## config.mk

```make
export PLATFORM = sky130hd
export DESIGN_NAME = irq_aggregator
export DESIGN_NICKNAME = d
export VERILOG_FILES = /design/src/rtl/irq_agg_pkg.sv /design/src/rtl/irq_agg_ctrl.sv /design/src/rtl/irq_agg_dp.sv /design/src/rtl/irq_aggregator.sv
export SDC_FILE = /design/constraint.sdc
export NUM_CORES = 1
export LEC_CHECK = 0
export ABC_CLOCK_PERIOD_IN_PS = 1200
export CORE_UTILIZATION = 35
export DETAILED_ROUTE_END_ITERATION = 7
export HOLD_SLACK_MARGIN = 0.15
export PLACE_DENSITY = 0.77
export RECOVER_POWER = 25
export SETUP_SLACK_MARGIN = 0.1
export SLEW_MARGIN = 20
export SYNTH_ARGS = -nofsm -noshare
export SYNTH_HDL_FRONTEND = slang
export SYNTH_SLANG_ARGS = --single-unit
```

## constraint.sdc

```tcl
create_clock -name clk -period 1.2 [get_ports clk]
set_input_delay 0.24 -clock clk [delete_from_list [all_inputs] [get_ports clk]]
set_output_delay 0.24 -clock clk [all_outputs]
set_load 0.05 [all_outputs]
```

## src/rtl/irq_agg_pkg.sv

```systemverilog
package irq_agg_pkg;

  // Strobes from register decode to the datapath.
  typedef struct packed {
    logic wrStatus;
    logic wrMask;
    logic selStatus;
    logic selMask;
  } regStrobe_t;

endpackage

```

## src/rtl/irq_agg_ctrl.sv

```systemverilog
module irq_agg_ctrl
  import irq_agg_pkg::*;
#(
  parameter int ADDR_W     = 4,
  parameter int STATUS_OFS = 0,
  parameter int MASK_OFS   = 4
) (
  input  logic [ADDR_W-1:0] regAddr,
  input  logic              regWrEn,
  output regStrobe_t        strobe
);

  localparam logic [ADDR_W-1:0] STATUS_A = ADDR_W'(STATUS_OFS);
  localparam logic [ADDR_W-1:0] MASK_A   = ADDR_W'(MASK_OFS);

  logic hitStatus;
  logic hitMask;

  always_comb begin
    hitStatus        = (regAddr == STATUS_A);
    hitMask          = (regAddr == MASK_A);
    strobe.selStatus = hitStatus;
    strobe.selMask   = hitMask;
    strobe.wrStatus  = hitStatus && regWrEn;
    strobe.wrMask    = hitMask && regWrEn;
  end

endmodule

```

## src/rtl/irq_agg_dp.sv

```systemverilog
module irq_agg_dp
  import irq_agg_pkg::*;
#(
  parameter int NUM_SRC = 11,
  parameter int DATA_W  = 32
) (
  input  logic               clk,
  input  logic               rstN,
  input  logic [NUM_SRC-1:0] irqLines,
  input  regStrobe_t         strobe,
  input  logic [NUM_SRC-1:0] wrData,
  output logic [DATA_W-1:0]  rdData,
  output logic               cpuIrq
);

  localparam int PAD_W = DATA_W - NUM_SRC;

  logic [NUM_SRC-1:0] lineState;
  logic [NUM_SRC-1:0] riseEdge;
  logic [NUM_SRC-1:0] statusQ;
  logic [NUM_SRC-1:0] maskQ;
  logic [NUM_SRC-1:0] keepBits;
  logic [NUM_SRC-1:0] rdBits;

  // Level seen on each line at the previous clock edge.
  always_ff @(posedge clk) begin
    if (!rstN) lineState <= '0;
    else       lineState <= irqLines;
  end

  // A clearing write lets through only the bits written as 1.
  assign keepBits = strobe.wrStatus ? wrData : {NUM_SRC{1'b1}};

  for (genvar i = 0; i < NUM_SRC; i++) begin : g_src
    assign riseEdge[i] = irqLines[i] & ~lineState[i];

    // A new edge wins over a clear in the same cycle.
    always_ff @(posedge clk) begin
      if (!rstN) statusQ[i] <= 1'b0;
      else       statusQ[i] <= (statusQ[i] & keepBits[i]) | riseEdge[i];
    end

    a_r2_rise_sets: assert property (@(posedge clk) disable iff (!rstN)
      (irqLines[i] && !lineState[i]) |=> statusQ[i]);

    a_r3_no_spurious: assert property (@(posedge clk) disable iff (!rstN)
      (!statusQ[i] && !(irqLines[i] && !lineState[i])) |=> !statusQ[i]);

    a_r4_zero_clears: assert property (@(posedge clk) disable iff (!rstN)
      (strobe.wrStatus && !wrData[i] && !(irqLines[i] && !lineState[i])) |=> !statusQ[i]);

    a_r4_one_keeps: assert property (@(posedge clk) disable iff (!rstN)
      (statusQ[i] && !(strobe.wrStatus && !wrData[i])) |=> statusQ[i]);

    a_r6_edge_beats_ack: assert property (@(posedge clk) disable iff (!rstN)
      (strobe.wrStatus && !wrData[i] && irqLines[i] && !lineState[i]) |=> statusQ[i]);
  end

  always_ff @(posedge clk) begin
    if (!rstN)            maskQ <= '0;
    else if (strobe.wrMask) maskQ <= wrData;
  end

  a_r7_mask_load: assert property (@(posedge clk) disable iff (!rstN)
    strobe.wrMask |=> (maskQ == $past(wrData)));

  a_r7_mask_hold: assert property (@(posedge clk) disable iff (!rstN)
    !strobe.wrMask |=> $stable(maskQ));

  always_comb begin
    rdBits = '0;
    if (strobe.selStatus)    rdBits = statusQ;
    else if (strobe.selMask) rdBits = maskQ;
  end

  assign rdData = {{PAD_W{1'b0}}, rdBits};
  assign cpuIrq = |(statusQ & maskQ);

endmodule

```

## src/rtl/irq_aggregator.sv

```systemverilog
module irq_aggregator
  import irq_agg_pkg::*;
#(
  parameter int NUM_SRC    = 11,
  parameter int ADDR_W     = 4,
  parameter int DATA_W     = 32,
  parameter int STATUS_OFS = 0,
  parameter int MASK_OFS   = 4
) (
  input  logic               clk,
  input  logic               rstN,
  input  logic [NUM_SRC-1:0] irqLines,
  input  logic [ADDR_W-1:0]  regAddr,
  input  logic               regWrEn,
  input  logic [DATA_W-1:0]  regWrData,
  output logic [DATA_W-1:0]  regRdData,
  output logic               cpuIrq
);

  regStrobe_t strobe;
  logic       unusedWrHi;

  assign unusedWrHi = ^regWrData[DATA_W-1:NUM_SRC];

  irq_agg_ctrl #(
    .ADDR_W    (ADDR_W),
    .STATUS_OFS(STATUS_OFS),
    .MASK_OFS  (MASK_OFS)
  ) i_ctrl (
    .regAddr(regAddr),
    .regWrEn(regWrEn),
    .strobe (strobe)
  );

  irq_agg_dp #(
    .NUM_SRC(NUM_SRC),
    .DATA_W (DATA_W)
  ) i_dp (
    .clk     (clk),
    .rstN    (rstN),
    .irqLines(irqLines),
    .strobe  (strobe),
    .wrData  (regWrData[NUM_SRC-1:0]),
    .rdData  (regRdData),
    .cpuIrq  (cpuIrq)
  );

endmodule

```

==> key figures, run 1 <==
Power
  • Leakage power: 1.16 nW
  • P per Cell Area: 1020 nW/µm²
  • Maximum vdd drop: 0.843 mV

Logic synthesis
  • Yosys top cell area share: 0.439
  • Post-synth top flop: dfxtp_1
  • Asr flop ratio synth: 0
  • Gate Count Post-Synth: ~170
  • Post-synth EDFFs: 0
  • Synthesized cell area: 1510 µm²
  • Seq/Total Area, Yosys: 0.439
  • Mean post-synth cell area: 9.13 µm²
  • Synth area leaders: dfxtp_1, buf_4, nand2_1
  • Synth warn: 0
  • Cell taking the most area after synthesis: dfxtp_1
  • Post-synth cell types: 23
  • Yosys reg bits: 33

Route
  • Total number of vias: 1351
  • Post-route ant nets: 0
  • Routed wire length: roughly 3.7 mm
  • Met1 Routed Length: 1.56 mm
  • Initial DRT Pass Iterations: 4
  • Routed wire per std cell: 12.7 µm
  • Met2 WL: approximately 1.9 mm
  • Post-DR vias/cell: 4.67
  • Top Metal Used: met4
  • DR iter-0 viols: 63
  • Post-route DRC: 0
  • Met3 wire length: roughly 170 µm

Setup path
  • Critical Path Source Type: register
  • Crit Reg-Reg Startpoint: i_dp.statusQ[0]
  • CP delay by family, top: compound AO/OA/AOI/OAI gates
  • WP buf/inv: 1
  • Critical path arrival: 1.40 ns
  • Crit Path Class: reg2out
  • Critical Path Source: i_dp.statusQ[4]
  • Crit path capture type: output port
  • Worst Path Required: 0.96 ns
  • Crit-path cells: a22o_1 > a221oi_2 > nand3_4 > buf_8
  • CP peak stage delay: 0.33 ns
  • Critical path peak fanout: 2
  • Crit-path slowest cell: dfxtp_2

Clock network
  • CTS H-tree depth: 2
  • Worst skew pair latency: between 0.2 and 0.3 ns
  • # hold bufs at CTS: 0
  • Clock Sinks: 33
  • TritonCTS clock tree: done
  • Clk buf depth: 2
  • Clk slew on worst S/H paths: ~0.06 ns
  • TritonCTS Buffers: 5
  • Clock Tree Root: clkbuf_8

STA
  • Clock skew: 0.00214 ns
  • Setup slack after layout: -0.437 ns
  • Fmax: 611 MHz
  • Unrepaired setup endpoints after global routing: yes
  • Final Max Tran Viols: 0
  • # setup viols final: 13
  • Tcrit/Tclk final: 1.36
  • Hold Vio Cnt, Final: 0
  • Minimum clock period after layout: 1.64 ns

GRT
  • Largest net degree at the start of global routing: between 40 and 50
  • Tot GR Track Use: 0.184
  • Congestion Overflow GR: 0
  • Vias in the first global route: 1304
  • First-pass GRT wire length: 5.95 mm
  • Initial antenna violation count: 0

Floorplan
  • FP Rows: 23
  • Die width: 67.6 µm
  • Core box area: 4060 µm²
  • Die area: 4570 µm²
  • Die Y: just under 70 µm
  • Initial Util: 0.371
  • Ports: 83

Layout
  • Fin area: 2520 µm²
  • Layout cells sized above 1: 0.360
  • Antenna Cells: 0
  • Nets: 288
  • Synth-to-layout area growth: 67.0%
  • Post-route non-filler standard cell count: 289

Placement
  • Port Buffers: 40
  • DP HPWL: 2.64 mm
  • DP Area: 2380 µm²
  • Cell total after placement: roughly 280
  • Routability Congestion: between 0.7 and 0.8

Min path
  • Worst hold-check path type: reg2reg
  • Hold_sp: i_dp.lineState[4]

Status
  • Failing checks: negative setup slack
  • Status: finished with violations

Flow run
  • Max-Cap Viols: 0
where the power goes:
group	switching, mW	internal (mW)	total (mW)
Combinational	0.334	0.242	0.576
Sequential	0.0313	1.16	1.19
Clock	0.391	0.401	0.792
Total	0.756	1.80	2.56
cell usage after synthesis (2+ instances only):
master / instances
dfxtp_1: 33
nand2_1: 33
buf_4: 21
a22o_1: 13
inv_1: 11
mux2i_1: 11
o21ai_1: 10
o311ai_1: 8
clkbuf_1: 5
buf_2: 3
a221oi_1: 2
buf_6: 2
nor3_1: 2
o311ai_2: 2
path summary, 6_finish.rpt:
| path | to | slack (ns) | cells after the start |
|---|---|---|---|
| max | cpuIrq | -0.44 | 4 |
| min | i_dp.statusQ[4] | 0.40 | 1 |
| max reg2reg | i_dp.statusQ[0] | 0.44 | 3 |
| min reg2reg | i_dp.statusQ[4] | 0.40 | 1 |
cell type report:
cell class / instances / area (µm²)
Clock buffer: 6 / 72.6
Timing Repair Buffer: 76 / 820
Clock inverter: 2 / 10.0
Fill cell: 345 / 1540
Inverter: 11 / 41.3
Sequential cell: 33 / 663
Multi-Input combinational cell: 111 / 847
Tap cell: 50 / 62.6
cells by family after synthesis:
logic type             after synthesis  share of synthesized area
other                                1                    0.00249
DFF                                 33                      0.439
AOI/OAI and AO/OA                   38                      0.204
and+or+nand+nor                     40                      0.112
buffers and inverters               42                      0.169
muxes                               11                     0.0731
registers in the layout, indices dropped and copies added, names as in the netlist:
signal,cells
i_dp.lineState,11
i_dp.maskQ,11
i_dp.statusQ,11
per-stage QoR:
| stage | hold WS, ns | setup WS [ns] | power, mW | setup TNS, ns | util |
|---|---|---|---|---|---|
| after detailed placement | 0.399 | -0.685 | 1.77 | -19.11 | 0.586 |
| after floorplan | 0.352 | -0.107 | 1.58 | -1.19 | - |
| after global placement | 0.392 | -0.665 | 1.76 | -18.63 | 0.586 |
| after CTS | 0.407 | -0.444 | 2.58 | -3.49 | 0.612 |
| after global routing | 0.412 | -0.480 | 2.68 | -4.43 | 0.620 |
| final | 0.402 | -0.437 | 2.56 | -3.52 | 0.620 |
metal layers:
metal  up-vias  track usage
met5         -            0
met4         0       0.0718
met3         5       0.0557
met2        37        0.335
met1       626        0.195
li1        683            -
cell usage in the layout (no fill, tap or decap), drive strengths merged:
| cell type | n |
|---|---|
| buf | 53 |
| nand2 | 33 |
| dfxtp | 33 |
| clkdlybuf4s50 | 23 |
| conb | 21 |
| a22o | 13 |
| mux2i | 11 |
| o21ai | 11 |
| inv | 11 |
| o311ai | 11 |
| clkbuf | 6 |
| a221oi | 2 |
| or3b | 2 |
| clkinv | 2 |
| nor3 | 2 |
| nand2b | 1 |
| or2 | 1 |
| a222oi | 1 |
| nand3 | 1 |
| nor2 | 1 |
what timing repair did:
item,in CTS,in global routing
setup buffers,0,1
gates resized for setup,30,6
pin swaps,8,6
setup endpoints to repair,34,18
cloned,1,0
No activity file was read; power rests on OpenSTA's default activity.
==> run 2, diff against run 1 <==
--- a/config.mk
+++ b/config.mk
@@ -5,11 +5,11 @@
 export SDC_FILE = /design/constraint.sdc
 export NUM_CORES = 1
 export LEC_CHECK = 0
-export ABC_CLOCK_PERIOD_IN_PS = 1200
-export CORE_UTILIZATION = 35
+export ABC_CLOCK_PERIOD_IN_PS = 1800
+export CORE_UTILIZATION = 38
 export DETAILED_ROUTE_END_ITERATION = 7
 export HOLD_SLACK_MARGIN = 0.15
-export PLACE_DENSITY = 0.77
+export PLACE_DENSITY = 0.79
 export RECOVER_POWER = 25
 export SETUP_SLACK_MARGIN = 0.1
 export SLEW_MARGIN = 20
==> constraint.sdc (replaced) <==
create_clock -name clk -period 1.8 [get_ports clk]
set_input_delay 0.36 -clock clk [delete_from_list [all_inputs] [get_ports clk]]
set_output_delay 0.36 -clock clk [all_outputs]
set_load 0.05 [all_outputs]
==> key figures, run 2 (synthesis gave the netlist of run 1 again) <==
Floorplan
  • FP Rows: 22
  • Die Y: 65.0 µm
  • Ports: 83
  • Die width: ~65 µm
  • Initial Util: 0.402
  • Die area: 4220 µm²
  • Core box area: 3740 µm²

Layout
  • Area of the multi-input gates: between 700 and 800 µm²
  • Register area: about 660 µm²
  • Layout cells sized above 1: 0.251
  • Antenna Cells: 0
  • Nets: 261
  • Most common cell after layout, fill and taps aside: nand2_1
  • Most frequent cells in the layout: nand2_1, dfxtp_1, clkdlybuf4s50_1
  • Biggest regs: i_dp.lineState: 11 flops, i_dp.maskQ: 11 flops, i_dp.statusQ: 11 flops
  • Filler cell count: 325
  • Synth-to-layout area growth: 49.8%

Setup path
  • Worst R2R Path Depth: 2
  • Setup slack, reg-to-reg: 1.06 ns
  • Critical path arrival: 1.42 ns
  • Critical path peak fanout: 2
  • Crit path capture type: output port
  • Crit Reg-Reg Startpoint: i_dp.statusQ[10]
  • R2R Path End: i_dp.statusQ[10]
  • Worst Path Required: 1.44 ns
  • Critical Path Source Type: register
  • Crit Path Class: reg2out

Route
  • Total number of vias: 1268
  • Routed wire per std cell: approximately 13 µm
  • Post-route ant nets: 0
  • DR iter-0 viols: 78
  • Routed wire length: between 3 and 4 mm
  • Initial DRT Pass Iterations: 4
  • Post-DR vias/cell: 4.90
  • Post-route DRC: 0

STA
  • WHS: 0.400 ns
  • Actual slew at the worst max-slew pin: 0.817 ns
  • Unrepaired setup endpoints after global routing: yes
  • Tcrit/Tclk final: 0.986
  • Max-Slew Margin vs Limit: 0.456
  • Hold Vio Cnt, Final: 0
  • Setup slack after layout: between 0.02 and 0.025 ns
  • Clock skew: between 0.001 and 0.0015 ns
  • # setup viols final: 0
  • Minimum clock period after layout: about 1.8 ns
  • Fmax: 563 MHz
  • Final Max Tran Viols: 0

Placement
  • DP HPWL: 2.19 mm
  • Routability Congestion: 0.755
  • Pre-CTS WS: -0.320 ns
  • Port Buffers: 40

Min path
  • Hold_sp: i_dp.lineState[8]
  • Worst hold-check path type: reg2reg
  • WHS Path Cells: 1
  • Endpoint of the worst hold path: i_dp.statusQ[8]

GRT
  • Vias in the first global route: 1208
  • First-pass GRT wire length: 5.66 mm
  • Initial antenna violation count: 0
  • Congestion Overflow GR: 0
  • Largest net degree at the start of global routing: 45
  • Tot GR Track Use: 0.181

Clock network
  • TritonCTS Buffers: 5
  • Clock Sinks: 33
  • TritonCTS clock tree: done
  • Worst skew pair latency: 0.28 ns
  • Clk slew on worst S/H paths: 0.07 ns
  • Clk buf depth: 2
  • CTS H-tree depth: 2
  • Clock Tree Root: clkbuf_8

Flow run
  • Max-Cap Viols: 0

Power
  • P per Cell Area: 742 nW/µm²
  • Leakage power: 0.999 nW
  • Maximum vdd drop: 0.490 mV

Status
  • Status: completed
==> run 2: worst max-delay path by stage <==
stage               depth (start not counted)       endpoint     startpoint
finish                                      4         cpuIrq  i_dp.maskQ[8]
global route                                4         cpuIrq  i_dp.maskQ[8]
CTS                                         4         cpuIrq  i_dp.maskQ[8]
detailed placement                          6  regRdData[10]     regAddr[3]
global placement                            6  regRdData[10]     regAddr[3]
floorplan                                   4   regRdData[0]     regAddr[3]
==> run 2: area by class of cell <==
class	count	share of cell area
Tap cell	48	0.0266
Sequential cell	33	0.294
Multi-Input combinational cell	110	0.352
Timing Repair Buffer	50	0.271
Clock buffer	7	0.0383
Inverter	11	0.0183
==> run 2: per-layer routing <==
metal	routed length, µm	GRT usage	vias to the layer above
li1	-	-	627
met3	206	0.0581	4
met2	1680	0.293	59
met5	0	0	-
met1	1510	0.221	578
met4	46	0.0667	0
==> run 2: critical path, cell delays in order, from the launching register on <==
cell      delay (ns)
dfxtp_2         0.32
a22o_1          0.24
a221oi_2        0.23
nand3_1         0.15
buf_6           0.19
==> run 2: power breakdown <==
part           switching [mW]  internal (mW)
clock                   0.253          0.303
sequential             0.0338          0.772
combinational           0.195          0.118
==> run 2: per-stage QoR <==
step | total power [mW] | util | area, µm² | instances | setup TNS (ns)
after floorplan | 1.03 | - | 1590 | 185 | 0
after global placement | 1.11 | 0.539 | 2020 | 248 | -4.11
after detailed placement | 1.11 | 0.539 | 2020 | 248 | -4.53
after CTS | 1.69 | 0.592 | 2210 | 259 | 0
after global routing | 1.75 | 0.603 | 2260 | 259 | -0.0773
final | 1.67 | 0.603 | 2260 | 259 | 0
==> run 2: repair_timing <==
action	CTS	global route
hold buffers	0	0
gates cloned	2	0
pin swaps	5	5
buffers inserted	2	0
endpoints found under the setup margin	12	12
gates resized for setup	33	8
